## config.mk

```make
export PLATFORM = sky130hd
export DESIGN_NAME = scl_timing_gen
export DESIGN_NICKNAME = d
export VERILOG_FILES = /design/src/rtl/scl_timing_pkg.sv /design/src/rtl/scl_set_sel.sv /design/src/rtl/scl_unit_timer.sv /design/src/rtl/scl_timing_gen.sv
export SDC_FILE = /design/constraint.sdc
export NUM_CORES = 1
export LEC_CHECK = 0
export BUFFER_PORTS_ARGS = -buffer_cell sky130_fd_sc_hd__buf_2
export CORE_MARGIN = 3
export CORE_UTILIZATION = 56
export DETAILED_ROUTE_END_ITERATION = 16
export GPL_ROUTABILITY_DRIVEN = 1
export PLACE_DENSITY = 0.88
export RECOVER_POWER = 50
export SYNTH_ARGS = -nofsm -noshare
export SYNTH_HDL_FRONTEND = slang
export SYNTH_HIERARCHICAL = 1
export SYNTH_SLANG_ARGS = --single-unit
```

## constraint.sdc

```tcl
create_clock -name clk_i -period 6.3 [get_ports clk_i]
set_clock_uncertainty 0.05 [all_clocks]
set_input_delay 0.315 -clock clk_i [delete_from_list [all_inputs] [get_ports clk_i]]
set_output_delay 0.315 -clock clk_i [all_outputs]
set_load 0.03 [all_outputs]
```

## src/rtl/scl_timing_pkg.sv

```systemverilog
`timescale 1ns/1ps
package scl_timing_pkg;
  localparam int CNT_W = 8;

  typedef enum logic [1:0] {
    OP_START  = 2'd0,
    OP_BIT    = 2'd1,
    OP_RSTART = 2'd2,
    OP_STOP   = 2'd3
  } phase_op_e;

  typedef enum logic [3:0] {
    S_IDLE, S_SSU, S_SHD, S_LOW, S_RISE, S_HIGH, S_FALL, S_RREL, S_PSU
  } seg_e;

  typedef struct packed {
    logic [CNT_W-1:0] div;
    logic [CNT_W-1:0] scl_lo;
    logic [CNT_W-1:0] scl_hi;
    logic [CNT_W-1:0] sta_su;
    logic [CNT_W-1:0] sta_hd;
    logic [CNT_W-1:0] sto_su;
    logic [CNT_W-1:0] dat_su;
    logic [CNT_W-1:0] rs_rel;
  } tim_set_t;
endpackage

```

## src/rtl/scl_set_sel.sv

```systemverilog
`timescale 1ns/1ps
module scl_set_sel
  import scl_timing_pkg::*;
(
  input  logic [3*CNT_W-1:0] fs_edge_i,
  input  logic [3*CNT_W-1:0] fs_bit_i,
  input  logic [2*CNT_W-1:0] fs_rate_i,
  input  logic [3*CNT_W-1:0] hs_edge_i,
  input  logic [3*CNT_W-1:0] hs_bit_i,
  input  logic [2*CNT_W-1:0] hs_rate_i,
  input  logic               use_hs_i,
  output tim_set_t           set_o
);
  localparam int NSETS = 2;

  logic [3*CNT_W-1:0] edge_w [NSETS];
  logic [3*CNT_W-1:0] bit_w  [NSETS];
  logic [2*CNT_W-1:0] rate_w [NSETS];
  tim_set_t           sets   [NSETS];

  assign edge_w[0] = fs_edge_i;
  assign edge_w[1] = hs_edge_i;
  assign bit_w[0]  = fs_bit_i;
  assign bit_w[1]  = hs_bit_i;
  assign rate_w[0] = fs_rate_i;
  assign rate_w[1] = hs_rate_i;

  for (genvar g = 0; g < NSETS; g++) begin : g_set
    assign sets[g] = {rate_w[g][2*CNT_W-1 -: CNT_W],   // div
                      bit_w[g][2*CNT_W-1 -: CNT_W],    // scl_lo
                      bit_w[g][CNT_W-1:0],             // scl_hi
                      edge_w[g][3*CNT_W-1 -: CNT_W],   // sta_su
                      edge_w[g][2*CNT_W-1 -: CNT_W],   // sta_hd
                      edge_w[g][CNT_W-1:0],            // sto_su
                      bit_w[g][3*CNT_W-1 -: CNT_W],    // dat_su
                      rate_w[g][CNT_W-1:0]};           // rs_rel
  end

  assign set_o = sets[use_hs_i];
endmodule

```

## src/rtl/scl_unit_timer.sv

```systemverilog
`timescale 1ns/1ps
module scl_unit_timer #(
  parameter int DIV_W  = 8,
  parameter int UNIT_W = 10,
  parameter int CLK_W  = 5
) (
  input  logic              clk_i,
  input  logic              rst_ni,
  input  logic              clear_i,
  input  logic [DIV_W-1:0]  div_i,
  output logic              tick_o,
  output logic              pre_zero_o,
  output logic [UNIT_W-1:0] units_o,
  output logic [CLK_W-1:0]  clocks_o
);
  logic [DIV_W-1:0]  pre_q;
  logic [UNIT_W-1:0] units_q;
  logic [CLK_W-1:0]  clk_q;

  assign tick_o     = (pre_q == div_i);
  assign pre_zero_o = (pre_q == '0);
  assign units_o    = units_q;
  assign clocks_o   = clk_q;

  always_ff @(posedge clk_i or negedge rst_ni) begin
    if (!rst_ni) begin
      pre_q   <= '0;
      units_q <= '0;
      clk_q   <= '0;
    end else if (clear_i) begin
      pre_q   <= '0;
      units_q <= '0;
      clk_q   <= '0;
    end else begin
      if (tick_o) begin
        pre_q   <= '0;
        units_q <= units_q + 1'b1;
      end else begin
        pre_q <= pre_q + 1'b1;
      end
      if (clk_q != '1) clk_q <= clk_q + 1'b1;  // saturate while stretched
    end
  end
endmodule

```

## src/rtl/scl_timing_gen.sv

```systemverilog
`timescale 1ns/1ps
module scl_timing_gen
  import scl_timing_pkg::*;
#(
  parameter int FILT_W  = 3,
  parameter int OV_BASE = 4
) (
  input  logic               clk_i,
  input  logic               rst_ni,
  input  logic [3*CNT_W-1:0] fs_edge_i,
  input  logic [3*CNT_W-1:0] fs_bit_i,
  input  logic [2*CNT_W-1:0] fs_rate_i,
  input  logic [3*CNT_W-1:0] hs_edge_i,
  input  logic [3*CNT_W-1:0] hs_bit_i,
  input  logic [2*CNT_W-1:0] hs_rate_i,
  input  logic [CNT_W-1:0]   hold_i,
  input  logic [FILT_W-1:0]  filt_i,
  input  logic               req_valid_i,
  input  logic [1:0]         req_op_i,
  input  logic               req_bit_i,
  input  logic               req_hs_i,
  input  logic               scl_i,
  output logic               scl_o,
  output logic               sda_o,
  output logic               sample_o,
  output logic               done_o,
  output logic               busy_o
);
  localparam int UNIT_W = CNT_W + 2;
  localparam int CLK_W  = FILT_W + 2;

  seg_e       state_q, state_n;
  phase_op_e  op_q;
  logic       bit_q, hs_q, scl_hold_q, sda_hold_q, done_q;
  tim_set_t   cfg;
  logic              tick, pre_zero, clear;
  logic [UNIT_W-1:0] units;
  logic [CLK_W-1:0]  clocks;
  logic [UNIT_W-1:0] t_lo, t_hi, t_ssu, t_shd, t_psu, t_rel, t_low, t_dat, t_hd, mid;
  logic              ov_done, accept, finish;

  scl_set_sel i_set (
    .fs_edge_i (fs_edge_i), .fs_bit_i (fs_bit_i), .fs_rate_i (fs_rate_i),
    .hs_edge_i (hs_edge_i), .hs_bit_i (hs_bit_i), .hs_rate_i (hs_rate_i),
    .use_hs_i  (hs_q && (op_q != OP_START)),
    .set_o     (cfg)
  );

  scl_unit_timer #(.DIV_W(CNT_W), .UNIT_W(UNIT_W), .CLK_W(CLK_W)) i_timer (
    .clk_i      (clk_i),
    .rst_ni     (rst_ni),
    .clear_i    (clear),
    .div_i      (cfg.div),
    .tick_o     (tick),
    .pre_zero_o (pre_zero),
    .units_o    (units),
    .clocks_o   (clocks)
  );

  // segment targets in prescaled units
  assign t_lo  = UNIT_W'(cfg.scl_lo) + 1'b1;
  assign t_hi  = UNIT_W'(cfg.scl_hi) + 1'b1;
  assign t_ssu = UNIT_W'(cfg.sta_su) + 1'b1;
  assign t_shd = UNIT_W'(cfg.sta_hd) + 1'b1;
  assign t_psu = UNIT_W'(cfg.sto_su) + 1'b1;
  assign t_rel = UNIT_W'(cfg.rs_rel) + 1'b1;
  assign t_hd  = UNIT_W'(hold_i);
  assign t_dat = t_hd + UNIT_W'(cfg.dat_su) + 1'b1;
  assign t_low = (op_q == OP_STOP) ? t_lo : ((t_dat > t_lo) ? t_dat : t_lo);
  assign mid   = t_hi >> 1;
  assign ov_done = (clocks >= CLK_W'(OV_BASE - 1) + CLK_W'(filt_i));

  function automatic logic seg_last(input logic tk, input logic [UNIT_W-1:0] u,
                                    input logic [UNIT_W-1:0] tgt);
    return tk && ((u + 1'b1) == tgt);
  endfunction

  always_comb begin
    state_n = state_q;
    case (state_q)
      S_IDLE: if (req_valid_i) begin
        case (phase_op_e'(req_op_i))
          OP_START:  state_n = S_SSU;
          OP_BIT:    state_n = S_LOW;
          OP_RSTART: state_n = S_RREL;
          default:   state_n = S_LOW;
        endcase
      end
      S_SSU:  if (seg_last(tick, units, t_ssu)) state_n = S_SHD;
      S_SHD:  if (seg_last(tick, units, t_shd)) state_n = S_FALL;
      S_LOW:  if (seg_last(tick, units, t_low)) state_n = S_RISE;
      S_RREL: if (seg_last(tick, units, t_rel)) state_n = S_RISE;
      S_RISE: if (ov_done && scl_i) begin
        case (op_q)
          OP_BIT:    state_n = S_HIGH;
          OP_RSTART: state_n = S_SSU;
          default:   state_n = S_PSU;
        endcase
      end
      S_HIGH: if (seg_last(tick, units, t_hi))  state_n = S_FALL;
      S_FALL: if (ov_done)                      state_n = S_IDLE;
      S_PSU:  if (seg_last(tick, units, t_psu)) state_n = S_IDLE;
      default: state_n = S_IDLE;
    endcase
  end

  assign accept = (state_q == S_IDLE) && req_valid_i;
  assign finish = (state_q != S_IDLE) && (state_n == S_IDLE);
  assign clear  = (state_n != state_q) || (state_q == S_IDLE);

  always_ff @(posedge clk_i or negedge rst_ni) begin
    if (!rst_ni) begin
      state_q    <= S_IDLE;
      op_q       <= OP_START;
      bit_q      <= 1'b1;
      hs_q       <= 1'b0;
      scl_hold_q <= 1'b1;
      sda_hold_q <= 1'b1;
      done_q     <= 1'b0;
    end else begin
      state_q <= state_n;
      done_q  <= finish;
      if (accept) begin
        op_q  <= phase_op_e'(req_op_i);
        bit_q <= req_bit_i;
        hs_q  <= req_hs_i;
      end
      if (finish) begin
        scl_hold_q <= (op_q == OP_STOP);
        sda_hold_q <= (op_q == OP_STOP) ? 1'b1 : ((op_q == OP_BIT) ? bit_q : 1'b0);
      end
    end
  end

  always_comb begin
    case (state_q)
      S_IDLE:                 scl_o = scl_hold_q;
      S_LOW, S_RREL, S_FALL:  scl_o = 1'b0;
      default:                scl_o = 1'b1;
    endcase
  end

  always_comb begin
    case (state_q)
      S_IDLE: sda_o = sda_hold_q;
      S_SSU:  sda_o = 1'b1;
      S_SHD:  sda_o = 1'b0;
      S_RREL: sda_o = 1'b1;
      S_PSU:  sda_o = 1'b0;
      S_HIGH: sda_o = bit_q;
      S_FALL: sda_o = (op_q == OP_BIT) ? bit_q : 1'b0;
      S_LOW:  sda_o = (op_q == OP_STOP) ? 1'b0 : ((units >= t_hd) ? bit_q : sda_hold_q);
      S_RISE: sda_o = (op_q == OP_BIT) ? bit_q : (op_q == OP_RSTART);
      default: sda_o = 1'b1;
    endcase
  end

  assign sample_o = (state_q == S_HIGH) && pre_zero && (units == mid);
  assign done_o   = done_q;
  assign busy_o   = (state_q != S_IDLE);

  AST_SDA_STABLE_HIGH: assert property (@(posedge clk_i) disable iff (!rst_ni)
    (state_q == S_HIGH && $past(state_q) == S_HIGH) |-> $stable(sda_o));
  AST_START_EDGE: assert property (@(posedge clk_i) disable iff (!rst_ni)
    (scl_o && $past(scl_o) && $fell(sda_o)) |-> (op_q == OP_START || op_q == OP_RSTART));
  AST_STOP_EDGE: assert property (@(posedge clk_i) disable iff (!rst_ni)
    ($rose(sda_o) && scl_o && $past(scl_o)) |-> (op_q == OP_STOP && done_o));
  AST_HIGH_AFTER_LINE: assert property (@(posedge clk_i) disable iff (!rst_ni)
    (state_q == S_HIGH && $past(state_q) == S_RISE) |-> $past(scl_i));
  AST_SAMPLE_LINE_HIGH: assert property (@(posedge clk_i) disable iff (!rst_ni)
    sample_o |-> (scl_o && scl_i));
  AST_DONE_PULSE: assert property (@(posedge clk_i) disable iff (!rst_ni)
    done_o |=> !done_o);
  AST_DONE_IDLE: assert property (@(posedge clk_i) disable iff (!rst_ni)
    done_o |-> !busy_o);
endmodule

```

* Word level (Yosys, flattened, before mapping)
Cells that the tools add are included.
Operators by class: add/sub/neg operators 12, order comparisons 4, equal/unequal tests 22, muxes and demuxes 30, bitwise gates (word level) 1, reduce and logical (&&, ||, !) cells 23
Operators by type and width (number):
- $mux 64 | 3
- $add 8x1->9 const B | 6
- $eq 10x9->1 | 5
- $mux 10 | 4
- $mux 4 | 9
- $pmux 4 s9 | 1
- $eq 4x3->1 const B | 4
- $mux 8 | 2
- $logic_and 1x1->1 | 12
- $add 10x1->10 const B | 1
- $add 9x1->10 const B | 1
- $eq 10x10->1 | 1
- $eq 10x8->1 | 1
- $ge 10x8->1 | 1
- $gt 10x9->1 | 1
- $mux 5 | 2
- $add 8x8->9 | 1
- $add 8x1->8 const B | 1
- $eq 4x2->1 const B | 2
- $eq 8x8->1 | 1
- $logic_not 4->1 | 2
- $logic_not 8->1 | 1
- $pmux 4 s2 | 1
- $eq 2x2->1 const B | 3
- 20 further kinds | 26
Storage, ports and cells: register bits 34, input bits 147, output and inout bits 5

* Longest topological paths before layout
word-level depth 18, depth in mapped cells 26

* Modules after synthesis
The synthesis kept the hierarchy.
By module, submodules not included:
- scl_timing_gen | instances 1, cells an instance 485, area each 3726.1 µm², seq. area each 279.0 µm²
- scl_unit_timer | instances 1, cells an instance 129, area each 1277.5 µm², seq. area each 575.6 µm²
- scl_set_sel | instances 1, cells an instance 71, area each 1077.3 µm², seq. area each 0.0 µm²

* Least setup slack after synthesis
No wires, ideal clock.
kind register to register, start point reg op_q[0], end point reg i_timer.pre_q[2], library setup time 0.142 ns, arrival 5.417 ns, required time 6.108 ns, slack 0.691 ns, stages on the path, launching flop included 27, buffers on the path 4, cells stage by stage dfrtp_1 -> inv_1 -> ha_1 -> nor2b_1 -> buf_6 -> buf_12 -> mux2_4 -> inv_1 -> ha_1 -> inv_1 -> fa_1 -> a211oi_1 -> o21bai_1 -> a21oi_1 -> xnor2_1 -> ha_1 -> nand3_1 -> nor3_1 -> a211oi_1 -> a21boi_0 -> or3_1 -> a211o_1 -> o31ai_1 -> a211o_1 -> clkbuf_1 -> clkbuf_1 -> nor3_1
RTL lines:
- start: declaration | line scl_timing_gen.sv:33 | phase_op_e op_q;
- start signal: assignment | line scl_timing_gen.sv:124 | op_q <= phase_op_e'(req_op_i);
- end signal: assignment | line scl_unit_timer.sv:39 | pre_q <= pre_q + 1'b1;
- end: declaration | line scl_unit_timer.sv:16 | logic [DIV_W-1:0] pre_q;

==> metrics.md <==
| Metric | Value |
|---|---|
| Setup CP Type | `reg2reg` |
| Max IR drop VDD | `0.253 mV` |
| PwrDens | `360 nW/um2` |
| Fmax | `0.172 GHz` |
| Routed wire length | `15.7 mm` |
| Post-layout util | `66.7%` |
| Clock Latency Late Sink | `0.28 ns` |
| FILL cells | `907` |
| Global placement routability congestion | `0.942` |
| Mapped cell area | `6080 um2` |
| Setup ws final | `0.474 ns` |
| Count leader, synth | `xnor2_1` |
| Status | `complete, but fails checks` |
| CP max stage cell | `fa_1` |
| Initial DRC Count | `306` |
| CTS tree | `done` |
| Fin. Hold Viols | `0` |
| CTS Buffer Depth | `2` |
| Net count, final | `1025` |
| # Post-CTS Setup Buffers | `0` |
| Largest net degree at the start of global routing | `35` |
| Crit path cell chain | `inv_1 > ha_1 > nor2b_4 > mux2_4 > inv_1 > ha_1 > inv_1 > fa_1 > a211oi_1 > o21bai_1 > a21oi_1 > xnor2_1 > ha_1 > a21o_1 > a21oi_1 > and4b_1 > nor3_1 > or3_1 > a211o_1 > o31ai_1 > a211o_2 > nor2b_1 > mux2_2` |
| Vias | `5797` |
| Synth Register Bits | `34` |
| First drt pass iteration count | `5` |
| Worst Reg2Reg Path Length in Cells | `23` |
| Critical path origin | `op_q[0]` |
| Synthesized area per cell | `8.88 um2` |
| CP startpoint kind | `flip-flop` |
| Syn Nets | `881` |
| Req. time, crit path | `6.42 ns` |
| Num Clock Sinks | `34` |
| DRC violations left | `0` |
| Worst r2r src | `op_q[0]` |
| Number of synthesized flops with an enable pin | `0` |
| Final min period | `5.83 ns` |
| Die X | `110 um` |
| Pins Over Slew Limit | `35` |
| Crit path largest cell delay | `0.43 ns` |
| Input/output buffers | `151` |
| DP Area | `6890 um2` |
| HP Start | `req_bit_i` |
| Yosys top cell area share | `14.8%` |
| Clock slew at reported path FFs | `0.07 ns` |
| Final Hold Slack | `0.202 ns` |
| Post-route cell area | `6980 um2` |
| H-tree levels | `2` |
| Routed Antenna Nets | `0` |
| RSZ-0062 raised after global routing | `false` |
| Pre-CTS WS | `0.381 ns` |
| Layout overhead on the synthesized area | `14.8%` |
| Cells after synthesis | `685` |
| Final setup fails | `0` |
| Critical-path maximum fanout | `16` |
| Total GRT Usage | `25.9%` |
| Placed Cells incl. Taps | `958` |
| Seq/Total Area, Yosys | `14.1%` |
| WL/cell | `16.2 um` |
| Synth area leaders | `mux2_4 (15%), dfrtp_1 (13%), xnor2_1 (10%), ha_1 (9.9%), xor2_1 (6.6%)` |
| Period utilization | `92.5%` |
| Root buf cell | `clkbuf_8` |
| Row count | `37` |
| Number of diodes | `0` |
| Crit end category | `flip-flop` |
| I/O pin count | `152` |
| Fraction of registers with async set/reset | `100%` |
| Core Region | `10500 um2` |
| Synth top cells by count | `xnor2_1 (71), mux2_4 (60), ha_1 (48), xor2_1 (46), nand3_1 (41)` |
| Syn. warnings | `6` |
| R2r setup slk | `0.47 ns` |
| Setup TNS | `0 ns` |
| Worst-margin pin slew | `1.77 ns` |
| Initial Util | `58.1%` |
| Crit path DAT | `5.94 ns` |
| Top cell type by total area after synthesis | `mux2_4` |
| Layout cells sized above 1 | `30.5%` |
| HP Class | `in2reg` |
| DP HPWL | `12.6 mm` |
| Main synth FF type | `dfrtp_1` |
| R2r endpoint | `i_timer/units_o[5]` |
| Total congestion overflow | `0` |
| Distinct cells, synth | `71` |
| Finished Layout Cells | `966` |
| Max-cap check violation count | `1` |
| CTS buffer count | `5` |
| Design Power | `2.52 mW` |
| Initial antenna violation count | `0` |
| First-pass GRT wire length | `25.7 mm` |
| CP endpoint | `i_timer/units_o[5]` |
| Vias in the first global route | `5644` |
| Vias per cell | `6.00` |
| Area of the die | `12100 um2` |
| Failing checks | `max-capacitance violations, max-slew violations` |
| Leak | `3.17 nW` |
| Max-slew headroom | `-18.2%` |
| Die span in y | `110 um` |
[what timing repair did]
item | CTS | global route
gates resized for setup | 0 | 2
hold buffers | 0 | 0
setup endpoints to repair | 0 | 23
[registers in the layout, summed over array words and instances (netlist names)]
name and count:
i_timer/clocks_o 5, bit_q 1, i_timer/pre_q 8, i_timer/units_o 10
op_q 2, scl_hold_q 1, sda_hold_q 1, done_o 1
state_q 4, hs_q 1
[kinds of logic (layout without fill, tap and decap cells)]
| family | after synthesis | after routing | share of synthesized area [%] |
|---|---|---|---|
| adder cells (fa/ha/maj) | 49 | 49 | 10.2 |
| AO/OA/AOI/OAI | 112 | 112 | 13.0 |
| buffers and inverters | 55 | 200 | 5.27 |
| XOR/XNOR | 122 | 122 | 18.6 |
| flip-flops | 34 | 34 | 14.1 |
| multiplexers | 76 | 76 | 17.7 |
| AND/OR/NAND/NOR | 237 | 237 | 21.2 |
[critical path, delay by kind of cell, from the launching register on]
family | cells | cell delay (ns)
AND/OR/NAND/NOR | 5 | 1.08
flip-flops | 1 | 0.42
multiplexers | 2 | 0.60
buffers and inverters | 3 | 0.21
AO/OA/AOI/OAI | 8 | 2.22
adder cells (fa/ha/maj) | 4 | 1.00
XOR/XNOR | 1 | 0.11
[area by class of cell]
cell class	instances	area, um2	share of cell area, %
Timing Repair Buffer	161	828	11.9
Inverter	31	116	1.67
Multi-Input combinational cell	596	4920	70.5
Clock buffer	7	86.3	1.24
Tap cell	136	170	2.44
Clock inverter	1	5.00	0.0717
Sequential cell	34	855	12.2
[cell usage in the layout, fill, tap and decap left out, drive strengths merged, types with 11 or more instances in the layout]
cell   synthesis  final
nor2          36     36
nand4         29     29
a21oi         26     26
or3           11     11
dfrtp         31     31
nand2         30     30
mux2          72     72
buf           14    159
nor3          28     28
xor2          46     46
o21ai         16     16
xnor2         72     72
nand3         41     41
inv           31     31
ha            48     48
[how the worst min path moves through the flow]
stage | end | slack (ns) | depth (start not counted)
finish | bit_q | 0.20 | 2
global route | bit_q | 0.22 | 2
CTS | i_timer/clocks_o[1] | 0.07 | 1
detailed placement | i_timer/pre_q[6] | 0.37 | 1
global placement | i_timer/pre_q[7] | 0.36 | 1
floorplan | done_o | -0.03 | 0
[metal layers]
metal	track usage (%)	wire [um]
met5	0	0
met4	6.16	257
met3	2.27	1030
met2	47.0	7870
met1	33.1	6520
[power breakdown]
group	switching [mW]	leakage (nW)	internal (mW)	total, mW
combinational	1.05	2.67	0.952	2.00
clock	0.0775	0.0482	0.0882	0.166
sequential	0.0787	0.449	0.270	0.349
total	1.21	3.17	1.31	2.52
Note: power is estimated with default switching activity, not from simulation.
